--- config.mk ---
export PLATFORM = sky130hd
export DESIGN_NAME = spi_frame_endpoint
export DESIGN_NICKNAME = d
export VERILOG_FILES = /design/src/rtl/spi_frame_pkg.sv /design/src/rtl/spi_frame_shifter.sv /design/src/rtl/spi_frame_rx_parser.sv /design/src/rtl/spi_frame_tx_seq.sv /design/src/rtl/spi_frame_endpoint.sv
export SDC_FILE = /design/constraint.sdc
export NUM_CORES = 1
export LEC_CHECK = 0
export BUFFER_PORTS_ARGS = -buffer_cell sky130_fd_sc_hd__buf_4
export CORE_MARGIN = 3
export CORE_UTILIZATION = 50
export DETAILED_ROUTE_END_ITERATION = 6
export PLACE_DENSITY = 0.74
export SYNTH_ARGS = -nofsm -noshare
export SYNTH_HDL_FRONTEND = slang
export SYNTH_SLANG_ARGS = --single-unit
export TNS_END_PERCENT = 30
--- constraint.sdc ---
create_clock -name clk -period 2.1 [get_ports clk]
set_clock_uncertainty 0.05 [all_clocks]
set_input_delay 0.21 -clock clk [delete_from_list [all_inputs] [get_ports clk]]
set_output_delay 0.21 -clock clk [all_outputs]
set_load 0.01 [all_outputs]
--- src/rtl/spi_frame_pkg.sv ---
package spi_frame_pkg;
  localparam int BYTE_W = 8;
  localparam logic [BYTE_W-1:0] SOF_BYTE = 8'hFE;
  localparam logic [BYTE_W-1:0] IDLE_BYTE = 8'h00;

  typedef enum logic [1:0] {RX_HUNT, RX_LEN, RX_PAY} rx_state_t;
  typedef enum logic [1:0] {TX_IDLE, TX_HSOF, TX_HLEN, TX_PAY} tx_state_t;
endpackage

--- src/rtl/spi_frame_shifter.sv ---
module spi_frame_shifter
  import spi_frame_pkg::*;
#(
  parameter int SYNC_STAGES = 2
) (
  input  logic              clk,
  input  logic              rst_n,
  input  logic              sclk,
  input  logic              cs_n,
  input  logic              mosi,
  input  logic [BYTE_W-1:0] tx_byte,
  output logic              miso,
  output logic [BYTE_W-1:0] rx_byte,
  output logic              byte_done,
  output logic              cs_rise
);
  localparam int CNT_W = $clog2(BYTE_W);

  logic [SYNC_STAGES-1:0] sclk_q, cs_q, mosi_q;
  logic sclk_p, cs_p;
  logic sclk_s, cs_s, mosi_s;
  logic [CNT_W-1:0]  bit_cnt;
  logic [BYTE_W-1:0] rx_sh, tx_sh;

  assign sclk_s = sclk_q[SYNC_STAGES-1];
  assign cs_s   = cs_q[SYNC_STAGES-1];
  assign mosi_s = mosi_q[SYNC_STAGES-1];

  // synchroniser chains plus one stage of history for edge detection
  always_ff @(posedge clk or negedge rst_n) begin
    if (!rst_n) begin
      sclk_q <= '0;
      cs_q   <= '1;
      mosi_q <= '0;
      sclk_p <= 1'b0;
      cs_p   <= 1'b1;
    end else begin
      sclk_q <= {sclk_q[SYNC_STAGES-2:0], sclk};
      cs_q   <= {cs_q[SYNC_STAGES-2:0], cs_n};
      mosi_q <= {mosi_q[SYNC_STAGES-2:0], mosi};
      sclk_p <= sclk_s;
      cs_p   <= cs_s;
    end
  end

  logic sclk_rise, sclk_fall, cs_fall;
  assign sclk_rise = sclk_s & ~sclk_p;
  assign sclk_fall = ~sclk_s & sclk_p;
  assign cs_fall   = ~cs_s & cs_p;
  assign cs_rise   = cs_s & ~cs_p;

  always_ff @(posedge clk or negedge rst_n) begin
    if (!rst_n) begin
      bit_cnt   <= '0;
      rx_sh     <= '0;
      tx_sh     <= '0;
      rx_byte   <= '0;
      byte_done <= 1'b0;
    end else begin
      byte_done <= 1'b0;
      if (cs_fall) begin
        bit_cnt <= '0;
        tx_sh   <= tx_byte;
      end else if (!cs_s) begin
        if (sclk_rise) begin
          rx_sh   <= {rx_sh[BYTE_W-2:0], mosi_s};
          bit_cnt <= bit_cnt + 1'b1;
          if (bit_cnt == CNT_W'(BYTE_W-1)) begin
            byte_done <= 1'b1;
            rx_byte   <= {rx_sh[BYTE_W-2:0], mosi_s};
          end
        end else if (sclk_fall) begin
          if (bit_cnt == '0) tx_sh <= tx_byte;
          else               tx_sh <= {tx_sh[BYTE_W-2:0], 1'b0};
        end
      end else begin
        bit_cnt <= '0;
      end
    end
  end

  assign miso = tx_sh[BYTE_W-1] & ~cs_s;

  // a byte can only complete while the slave was selected
  a_r10_done_selected: assert property (@(posedge clk) disable iff (!rst_n)
    byte_done |-> $past(!cs_s));
endmodule

--- src/rtl/spi_frame_rx_parser.sv ---
module spi_frame_rx_parser
  import spi_frame_pkg::*;
(
  input  logic              clk,
  input  logic              rst_n,
  input  logic              byte_done,
  input  logic [BYTE_W-1:0] rx_byte,
  input  logic              cs_rise,
  input  logic              rx_ready,
  output logic              rx_valid,
  output logic [BYTE_W-1:0] rx_data,
  output logic              rx_first,
  output logic              rx_last,
  output logic              rx_abort,
  output logic              rd_req
);
  rx_state_t         state;
  logic [BYTE_W-1:0] remain;
  logic              first_pend;

  always_ff @(posedge clk or negedge rst_n) begin
    if (!rst_n) begin
      state      <= RX_HUNT;
      remain     <= '0;
      first_pend <= 1'b0;
      rx_valid   <= 1'b0;
      rx_data    <= '0;
      rx_first   <= 1'b0;
      rx_last    <= 1'b0;
      rx_abort   <= 1'b0;
      rd_req     <= 1'b0;
    end else begin
      rd_req   <= 1'b0;
      rx_abort <= 1'b0;
      if (rx_valid && rx_ready) rx_valid <= 1'b0;
      if (cs_rise) begin
        if (state == RX_PAY) rx_abort <= 1'b1;
        state <= RX_HUNT;
      end else if (byte_done) begin
        unique case (state)
          RX_HUNT: if (rx_byte == SOF_BYTE) state <= RX_LEN;
          RX_LEN: begin
            if (rx_byte == '0) begin
              rd_req <= 1'b1;
              state  <= RX_HUNT;
            end else begin
              remain     <= rx_byte;
              first_pend <= 1'b1;
              state      <= RX_PAY;
            end
          end
          RX_PAY: begin
            rx_valid   <= 1'b1;
            rx_data    <= rx_byte;
            rx_first   <= first_pend;
            rx_last    <= (remain == BYTE_W'(1));
            first_pend <= 1'b0;
            remain     <= remain - 1'b1;
            if (remain == BYTE_W'(1)) state <= RX_HUNT;
          end
          default: state <= RX_HUNT;
        endcase
      end
    end
  end

  a_r4_hold_stalled: assert property (@(posedge clk) disable iff (!rst_n)
    (rx_valid && !rx_ready) |=> (rx_valid && $stable(rx_data)));
  a_r7_abort_single: assert property (@(posedge clk) disable iff (!rst_n)
    rx_abort |=> !rx_abort);
  a_r5_req_single: assert property (@(posedge clk) disable iff (!rst_n)
    rd_req |=> !rd_req);
  a_r3_no_pay_in_hunt: assert property (@(posedge clk) disable iff (!rst_n)
    (byte_done && state == RX_HUNT) |=> !$rose(rx_valid));
endmodule

--- src/rtl/spi_frame_tx_seq.sv ---
module spi_frame_tx_seq
  import spi_frame_pkg::*;
#(
  parameter int FIFO_DEPTH = 16
) (
  input  logic              clk,
  input  logic              rst_n,
  input  logic              tx_valid,
  input  logic [BYTE_W-1:0] tx_data,
  output logic              tx_ready,
  input  logic              rd_req,
  input  logic              byte_done,
  output logic [BYTE_W-1:0] tx_byte
);
  localparam int AW = $clog2(FIFO_DEPTH);
  localparam int CW = $clog2(FIFO_DEPTH + 1);

  logic [BYTE_W-1:0] mem [FIFO_DEPTH];
  logic [AW-1:0]     wr_ptr, rd_ptr;
  logic [CW-1:0]     count;
  tx_state_t         state;
  logic [BYTE_W-1:0] hdr_len, remain;
  logic              push, pop;

  assign tx_ready = (32'(count) < FIFO_DEPTH);
  assign push     = tx_valid && tx_ready;
  assign pop      = (state == TX_PAY) && byte_done;

  always_ff @(posedge clk) begin
    if (push) mem[wr_ptr] <= tx_data;
  end

  always_ff @(posedge clk or negedge rst_n) begin
    if (!rst_n) begin
      wr_ptr <= '0;
      rd_ptr <= '0;
      count  <= '0;
    end else begin
      if (push) wr_ptr <= (32'(wr_ptr) == FIFO_DEPTH - 1) ? '0 : wr_ptr + 1'b1;
      if (pop)  rd_ptr <= (32'(rd_ptr) == FIFO_DEPTH - 1) ? '0 : rd_ptr + 1'b1;
      count <= count + CW'(push) - CW'(pop);
    end
  end

  always_ff @(posedge clk or negedge rst_n) begin
    if (!rst_n) begin
      state   <= TX_IDLE;
      hdr_len <= '0;
      remain  <= '0;
    end else begin
      unique case (state)
        TX_IDLE: if (rd_req) begin
          hdr_len <= (32'(count) > 255) ? 8'hFF : 8'(count);
          state   <= TX_HSOF;
        end
        TX_HSOF: if (byte_done) state <= TX_HLEN;
        TX_HLEN: if (byte_done) begin
          remain <= hdr_len;
          state  <= (hdr_len == '0) ? TX_IDLE : TX_PAY;
        end
        TX_PAY: if (byte_done) begin
          remain <= remain - 1'b1;
          if (remain == BYTE_W'(1)) state <= TX_IDLE;
        end
        default: state <= TX_IDLE;
      endcase
    end
  end

  always_comb begin
    unique case (state)
      TX_HSOF: tx_byte = SOF_BYTE;
      TX_HLEN: tx_byte = hdr_len;
      TX_PAY:  tx_byte = mem[rd_ptr];
      default: tx_byte = IDLE_BYTE;
    endcase
  end

  a_r6_no_underflow: assert property (@(posedge clk) disable iff (!rst_n)
    pop |-> (count != '0));
  a_r6_remain_backed: assert property (@(posedge clk) disable iff (!rst_n)
    (state == TX_PAY) |-> (32'(remain) <= 32'(count)));
  a_r8_count_bound: assert property (@(posedge clk) disable iff (!rst_n)
    push |=> (32'(count) <= FIFO_DEPTH));
  a_r5_arm_on_req: assert property (@(posedge clk) disable iff (!rst_n)
    (rd_req && state == TX_IDLE) |=> (state == TX_HSOF));
endmodule

--- src/rtl/spi_frame_endpoint.sv ---
module spi_frame_endpoint
  import spi_frame_pkg::*;
#(
  parameter int FIFO_DEPTH  = 16,
  parameter int SYNC_STAGES = 2
) (
  input  logic       clk,
  input  logic       rst_n,
  input  logic       spi_sclk,
  input  logic       spi_cs_n,
  input  logic       spi_mosi,
  output logic       spi_miso,
  output logic       rx_valid,
  input  logic       rx_ready,
  output logic [7:0] rx_data,
  output logic       rx_first,
  output logic       rx_last,
  output logic       rx_abort,
  input  logic       tx_valid,
  output logic       tx_ready,
  input  logic [7:0] tx_data
);
  logic [BYTE_W-1:0] rx_byte, tx_byte;
  logic byte_done, cs_rise, rd_req;

  spi_frame_shifter #(.SYNC_STAGES(SYNC_STAGES)) shifter_i (
    .clk(clk), .rst_n(rst_n), .sclk(spi_sclk), .cs_n(spi_cs_n), .mosi(spi_mosi),
    .tx_byte(tx_byte), .miso(spi_miso), .rx_byte(rx_byte),
    .byte_done(byte_done), .cs_rise(cs_rise)
  );

  spi_frame_rx_parser parser_i (
    .clk(clk), .rst_n(rst_n), .byte_done(byte_done), .rx_byte(rx_byte),
    .cs_rise(cs_rise), .rx_ready(rx_ready), .rx_valid(rx_valid),
    .rx_data(rx_data), .rx_first(rx_first), .rx_last(rx_last),
    .rx_abort(rx_abort), .rd_req(rd_req)
  );

  spi_frame_tx_seq #(.FIFO_DEPTH(FIFO_DEPTH)) txseq_i (
    .clk(clk), .rst_n(rst_n), .tx_valid(tx_valid), .tx_data(tx_data),
    .tx_ready(tx_ready), .rd_req(rd_req), .byte_done(byte_done),
    .tx_byte(tx_byte)
  );
endmodule

Yosys cells after proc, flatten, opt, wreduce, memory -nomap -nowiden
Memory sizes are Yosys's and may differ from the RTL's.
Index checks and enable logic that the tools add are counted.
- flip-flop bits (word level): 87
- bits in writable memories: 128
- input port bits: 15
- output and inout bits: 14
- word-level logic and storage cells: 135
- memories kept: 1
- memory list (memory ; depth ; width ; read ports ; clocked after memory_dff ; wr ports ; line ; RTL):
    txseq_i.mem ; 16 ; 8 ; 1 ; 0 ; 1 ; spi_frame_tx_seq.sv:18 ; logic [BYTE_W-1:0] mem [FIFO_DEPTH];
- add/sub/neg operators: 7
- magnitude comparators: 1
- equality and inequality tests: 21
- muxes and demuxes: 47
- bitwise operators: 11
- reduce and logical (&&, ||, !) cells: 22
- operators with widths (operator ; count):
    $mux 8 ; 8
    $pmux 8 s2 ; 2
    $pmux 8 s3 ; 1
    $mux 2 ; 11
    $mux 1 ; 17
    $eq 8x1->1 const B ; 2
    $logic_not 8->1 ; 2
    $ne 2x2->1 const B ; 8
    $sub 8x1->8 const B ; 2
    $reduce_and 3->1 ; 5
    $mux 3 ; 3
    $add 4x1->4 const B ; 2
    $eq 4x4->1 const B ; 2
    $eq 8x8->1 const B ; 1
    $mux 4 ; 2
    $pmux 2 s4 ; 1
    $reduce_and 4->1 ; 2
    $reduce_bool 2->1 ; 4
    $eq 2x2->1 const B ; 3
    $not 1->1 ; 6
    $pmux 2 s3 ; 1
    $add 5x1->5 ; 1
    $and 1x1->1 ; 5
    $lt 5x5->1 const B ; 1
    other kinds (13) ; 17

Logic depth before layout (Yosys ltp)
- depth in word-level cells: 7
- mapped depth: 10
- mapped depth without buffers: 8

Hierarchy
From an unflattened synthesis, not the netlist that was laid out.
- cells, all modules: 657
- area total of the unflattened synthesis: 9231.4 sq um
- modules (own cells, without submodules) (module ; times used ; cells an instance ; area an instance (sq um) ; sequential area each (sq um)):
    spi_frame_tx_seq ; 1 ; 421 ; 6595.1 ; 4544.4
    spi_frame_shifter ; 1 ; 99 ; 1382.6 ; 879.6
    spi_frame_rx_parser ; 1 ; 137 ; 1253.7 ; 600.6

Worst setup path after synthesis
No wires, ideal clock.
- path type: reg-to-reg
- start: register txseq_i.state[1]
- end: register txseq_i.count[4]
- arrival time: 2.187 ns
- slack: -0.261 ns
- cell stages (with the launch flop): 11
- buffers on the path: 2
- clock period less this slack: 2.361 ns
- path through: dfrtp_1 buf_2 and3_1 clkbuf_1 ha_1 inv_1 ha_1 fa_1 a21o_1 a21oi_1 xnor2_1
- longest elaborated chain between the ends: 3
- RTL lines (element ; line ; RTL):
    from (decl) ; spi_frame_tx_seq.sv:21 ; tx_state_t state;
    from (signal assigned) ; spi_frame_tx_seq.sv:59 ; state <= (hdr_len == '0) ? TX_IDLE : TX_PAY;
    $eq 2x2->1 ; spi_frame_tx_seq.sv:27 ; assign pop = (state == TX_PAY) && byte_done;
    $logic_and 1x1->1 ; spi_frame_tx_seq.sv:27 ;
    net txseq_i.pop ; spi_frame_tx_seq.sv:23 ; logic push, pop;
    $sub 5x1->5 ; spi_frame_tx_seq.sv:41 ; count <= count + CW'(push) - CW'(pop);
    to (signal assigned) ; spi_frame_tx_seq.sv:41 ;
    to (decl) ; spi_frame_tx_seq.sv:20 ; logic [CW-1:0] count;
The timed path passes the listed nets, and every way through them passes these cells.
A chain may end at the register's enable or synchronous reset.

Worst setup path in the final report
- start: register txseq_i.count[4]
- end: register txseq_i.count[4]
- longest elaborated chain between the ends: 4
- RTL lines (element ; line ; RTL):
    $lt 5x5->1 ; spi_frame_tx_seq.sv:25 ; assign tx_ready = (32'(count) < FIFO_DEPTH);
    $logic_and 1x1->1 ; spi_frame_tx_seq.sv:26 ; assign push = tx_valid && tx_ready;
    net txseq_i.push ; spi_frame_tx_seq.sv:23 ;
    $add 5x1->5 ; spi_frame_tx_seq.sv:41 ;
    $sub 5x1->5 ; spi_frame_tx_seq.sv:41 ;
The timed path passes the listed nets, and every way through them passes these cells.

==> out/results.tsv <==
stage	metric	value	unit
die	Die Span Y	143	um
synth	post-synthesis area per instance	13.7	sq um
die	Ports	29	
cts	Max Buffers Root-to-Sink	3	
sta	final slew viol count	0	
min_path	hold crit path type	in -> reg	
placed_design	post-DP HPWL	13300	um
finish	# diodes	0	
critical_path	slowest CP cell	dfrtp_1	
finish	Area Growth Syn to Fin	14.8	%
synth	FFs w/ async S/R, synth	0.405	
sta	final worst-path cycle share	0.944	
route	via/cell ratio	5.80	
global_routing	largest net degree at the start of global routing	42	
synth	Cell Area, Synth	0.00936	sq mm
synth	Yosys top cell by area	edfxtp_1	
cts	CTS tree	built	
global_routing	total gr overflow	0	
sta	FMAX	505	MHz
cts	H-tree level count	1	
global_routing	first-pass GRT wire length	31200	um
die	die width	143	um
cts	Clock Root Buffer	clkbuf_16	
finish	fill count	1394	
route	final WL	19200	um
die	Core Footprint	0.0181	sq mm
synth	Syn Nets	718	
critical_path	critical-path cell list	nand2b_1 -> inv_2 -> ha_4 -> fa_2 -> a21o_1 -> a21oi_2 -> xnor2_1	
pwr	P_leak	4.06	nW
synth	Synth cell types	55	
critical_path	CP max stage delay	400	ps
pwr	Comb power frac	0.102	
synth	top-count cell post-synth	edfxtp_1	
pwr	Peak supply drop	0.613	mV
pwr	Clock power frac	0.379	
sta	worst slew pin tran	622	ps
finish	layout cells sized above 1	0.197	
sta	RSZ-0062 raised after global routing	false	
job	maxcap violations	0	
cts	total CTS buffers	23	
pwr	P per Cell Area	894	mW/mm^2
synth	sequential share of the synthesized area	0.644	
synth	Synthesis Warnings	0	
route	initial drt markers	365	
route	WL per Instance	19.5	um
critical_path	Critical Path RT	2460	ps
sta	final-report hold violation count	0	
sta	Final Setup Violations	0	
route	DR pass1 iterations	5	
pwr	Net Sw Frac	0.241	
critical_path	CP bufs+invs	1	
cts	Clk Latency, worst-skew pair	510	ps
sta	Final min period	1980	ps
placed_design	Place WS	97.7	ps
die	initial core utilization	0.516	
critical_path	CP Max Fanout	8	
synth	Mapped Cells	681	
global_routing	vias in the first global route	5891	
global_routing	initial antenna violation count	0	
critical_path	CP endpoint kind	flop	
critical_path	cell family with most CP delay	adder cells	
pwr	P_int	7.30	mW
sta	slew margin rel.	0.585	
finish	Layout Nets	775	
pwr	Sw Pwr	2.32	mW
synth	synth cell count leaders	edfxtp_1 (128), dfrtp_1 (84), mux2i_1 (76)	
placed_design	number of port buffers	28	
cts	clock sinks	215	
synth	Post-synth EDFFs	128	
synth	main flop type after synthesis	edfxtp_1	
global_routing	GR Util All Layers	0.194	
route	vias post-DR	5703	
synth	synth top area cells	edfxtp_1 (41%), dfrtp_1 (22%), mux2i_1 (8.1%), mux2_2 (4.3%), ha_1 (2.8%)	
pwr	sequential power share	0.519	
placed_design	Placer Congestion	0.833	
die	die footprint	0.0204	sq mm
critical_path	CP Launch Type	flop	
cts	Setup Fix Bufs, Post-CTS	0	
synth	share of the synthesized area in the top cell type	0.411	
cts	CTS clock-pin slew for the worst setup and hold paths	60	ps
critical_path	CP Class	reg -> reg	
route	drc violations	0	
route	antenna-violating nets left	0	
pwr	Final Power	9.62	mW
synth	Seq cells post-synth	215	
critical_path	Worst EP arrival	2340	ps
sta	setup ws final	118	ps
die	FP Rows	49	
run_status	outcome	finished, final reports clean	
==> layer usage <==
metal  global-route usage  vias up  share of wire
met3               0.0291       44          0.046
met5                    0        -              0
met1                0.255     2857           0.42
met4               0.0570        0          0.031
met2                0.336      149           0.50
li1                     -     2653              -
==> path summary, 6_finish.rpt <==
kind | endpoint | cells past startpoint | slack, ps | startpoint
max | txseq_i.count[4] | 7 | 120 | txseq_i.count[4]
min | txseq_i.mem[13][6] | 1 | 2 | tx_data[6]
max reg2reg | txseq_i.count[4] | 7 | 120 | txseq_i.count[4]
min reg2reg | shifter_i.sclk_q[1] | 0 | 300 | shifter_i.sclk_q[0]
max in group asynchronous | parser_i.remain[0] | 3 | 1130 | rst_n
min in group asynchronous | txseq_i.count[3] | 2 | 200 | rst_n
==> per-stage QoR <==
| stage | cells | utilization | hold WS (ps) | instance area (sq um) | setup TNS, ps |
|---|---|---|---|---|---|
| floorplan | 681 | - | -136 | 9420 | -6.01 |
| global placement | 935 | 0.550 | 179 | 9980 | 0 |
| detailed placement | 935 | 0.550 | 196 | 9980 | 0 |
| CTS | 984 | 0.592 | 2.32 | 10700 | 0 |
| global route | 984 | 0.592 | 7.68 | 10800 | 0 |
| finish | 984 | 0.592 | 2.00 | 10800 | 0 |
==> layout make-up <==
cell class / instances / area (sq um) / area share
flip-flops and latches: 215 / 6030 / 0.561
multi-input cells: 411 / 3150 / 0.293
clock buffers: 28 / 614 / 0.0571
repair buffers: 62 / 508 / 0.0473
well taps: 229 / 287 / 0.0267
inverters: 25 / 93.8 / 0.00873
clock inverters: 14 / 73.8 / 0.00687
==> what timing repair did <==
| action | in CTS | in global routing |
|---|---|---|
| resized for setup | 0 | 4 |
| hold endpoints to repair | 62 | 0 |
| setup endpoints to repair | 0 | 21 |
| hold buffers | 7 | 0 |
==> placed cells by master, fill, tap and decap left out, types with 6 or more instances in the layout <==
cell type / n
a21oi_1: 25
a22oi_1: 16
a31oi_1: 11
and2_1: 20
buf_4: 53
clkbuf_16: 23
clkinv_1: 6
clkinv_2: 6
dfrtp_1: 83
dlygate4sd3_1: 7
edfxtp_1: 128
ha_1: 19
inv_1: 22
mux2_2: 36
mux2i_1: 76
nand2_1: 37
nand3_1: 19
nand4_1: 9
nor2_1: 18
nor2b_1: 8
nor3_1: 13
o21ai_0: 21
o22ai_1: 6
or3_1: 7
xnor2_1: 6
==> registers in the layout, summed over array words and instances, names as in the netlist, 2 cells and up <==
| register | cells |
|---|---|
| txseq_i.mem | 128 |
| parser_i.remain | 8 |
| parser_i.rx_data | 8 |
| shifter_i.rx_byte | 8 |
| shifter_i.tx_sh | 8 |
| txseq_i.remain | 8 |
| shifter_i.rx_sh | 7 |
| txseq_i.count | 5 |
| txseq_i.hdr_len | 5 |
| txseq_i.rd_ptr | 4 |
| txseq_i.wr_ptr | 4 |
| shifter_i.bit_cnt | 3 |
| parser_i.state | 2 |
| shifter_i.cs_q | 2 |
| shifter_i.mosi_q | 2 |
| shifter_i.sclk_q | 2 |
| txseq_i.state | 2 |
==> power by group through the flow <==
| stage | Sequential [mW] | Combinational [mW] | Clock [mW] |
|---|---|---|---|
| after floorplan | 5.00 | 0.661 | 0 |
| after global placement | 5.05 | 0.927 | 0 |
| after detailed placement | 5.06 | 0.977 | 0 |
| after CTS | 4.98 | 0.996 | 3.73 |
| after global routing | 5.01 | 1.09 | 3.92 |
| final | 4.99 | 0.978 | 3.65 |
==> logic make-up (layout without fill, tap and decap cells) <==
logic type,after synthesis,count (layout),share of synthesized area
adders and majority gates,22,22,0.0302
xor gates and xnor gates,8,8,0.00748
AOI/OAI and AO/OA,104,104,0.0702
muxes,113,113,0.126
buffers and inverters,55,129,0.0255
and+or+nand+nor,164,164,0.0973
DFF,215,215,0.644
No activity file was read; power rests on OpenSTA's default activity.
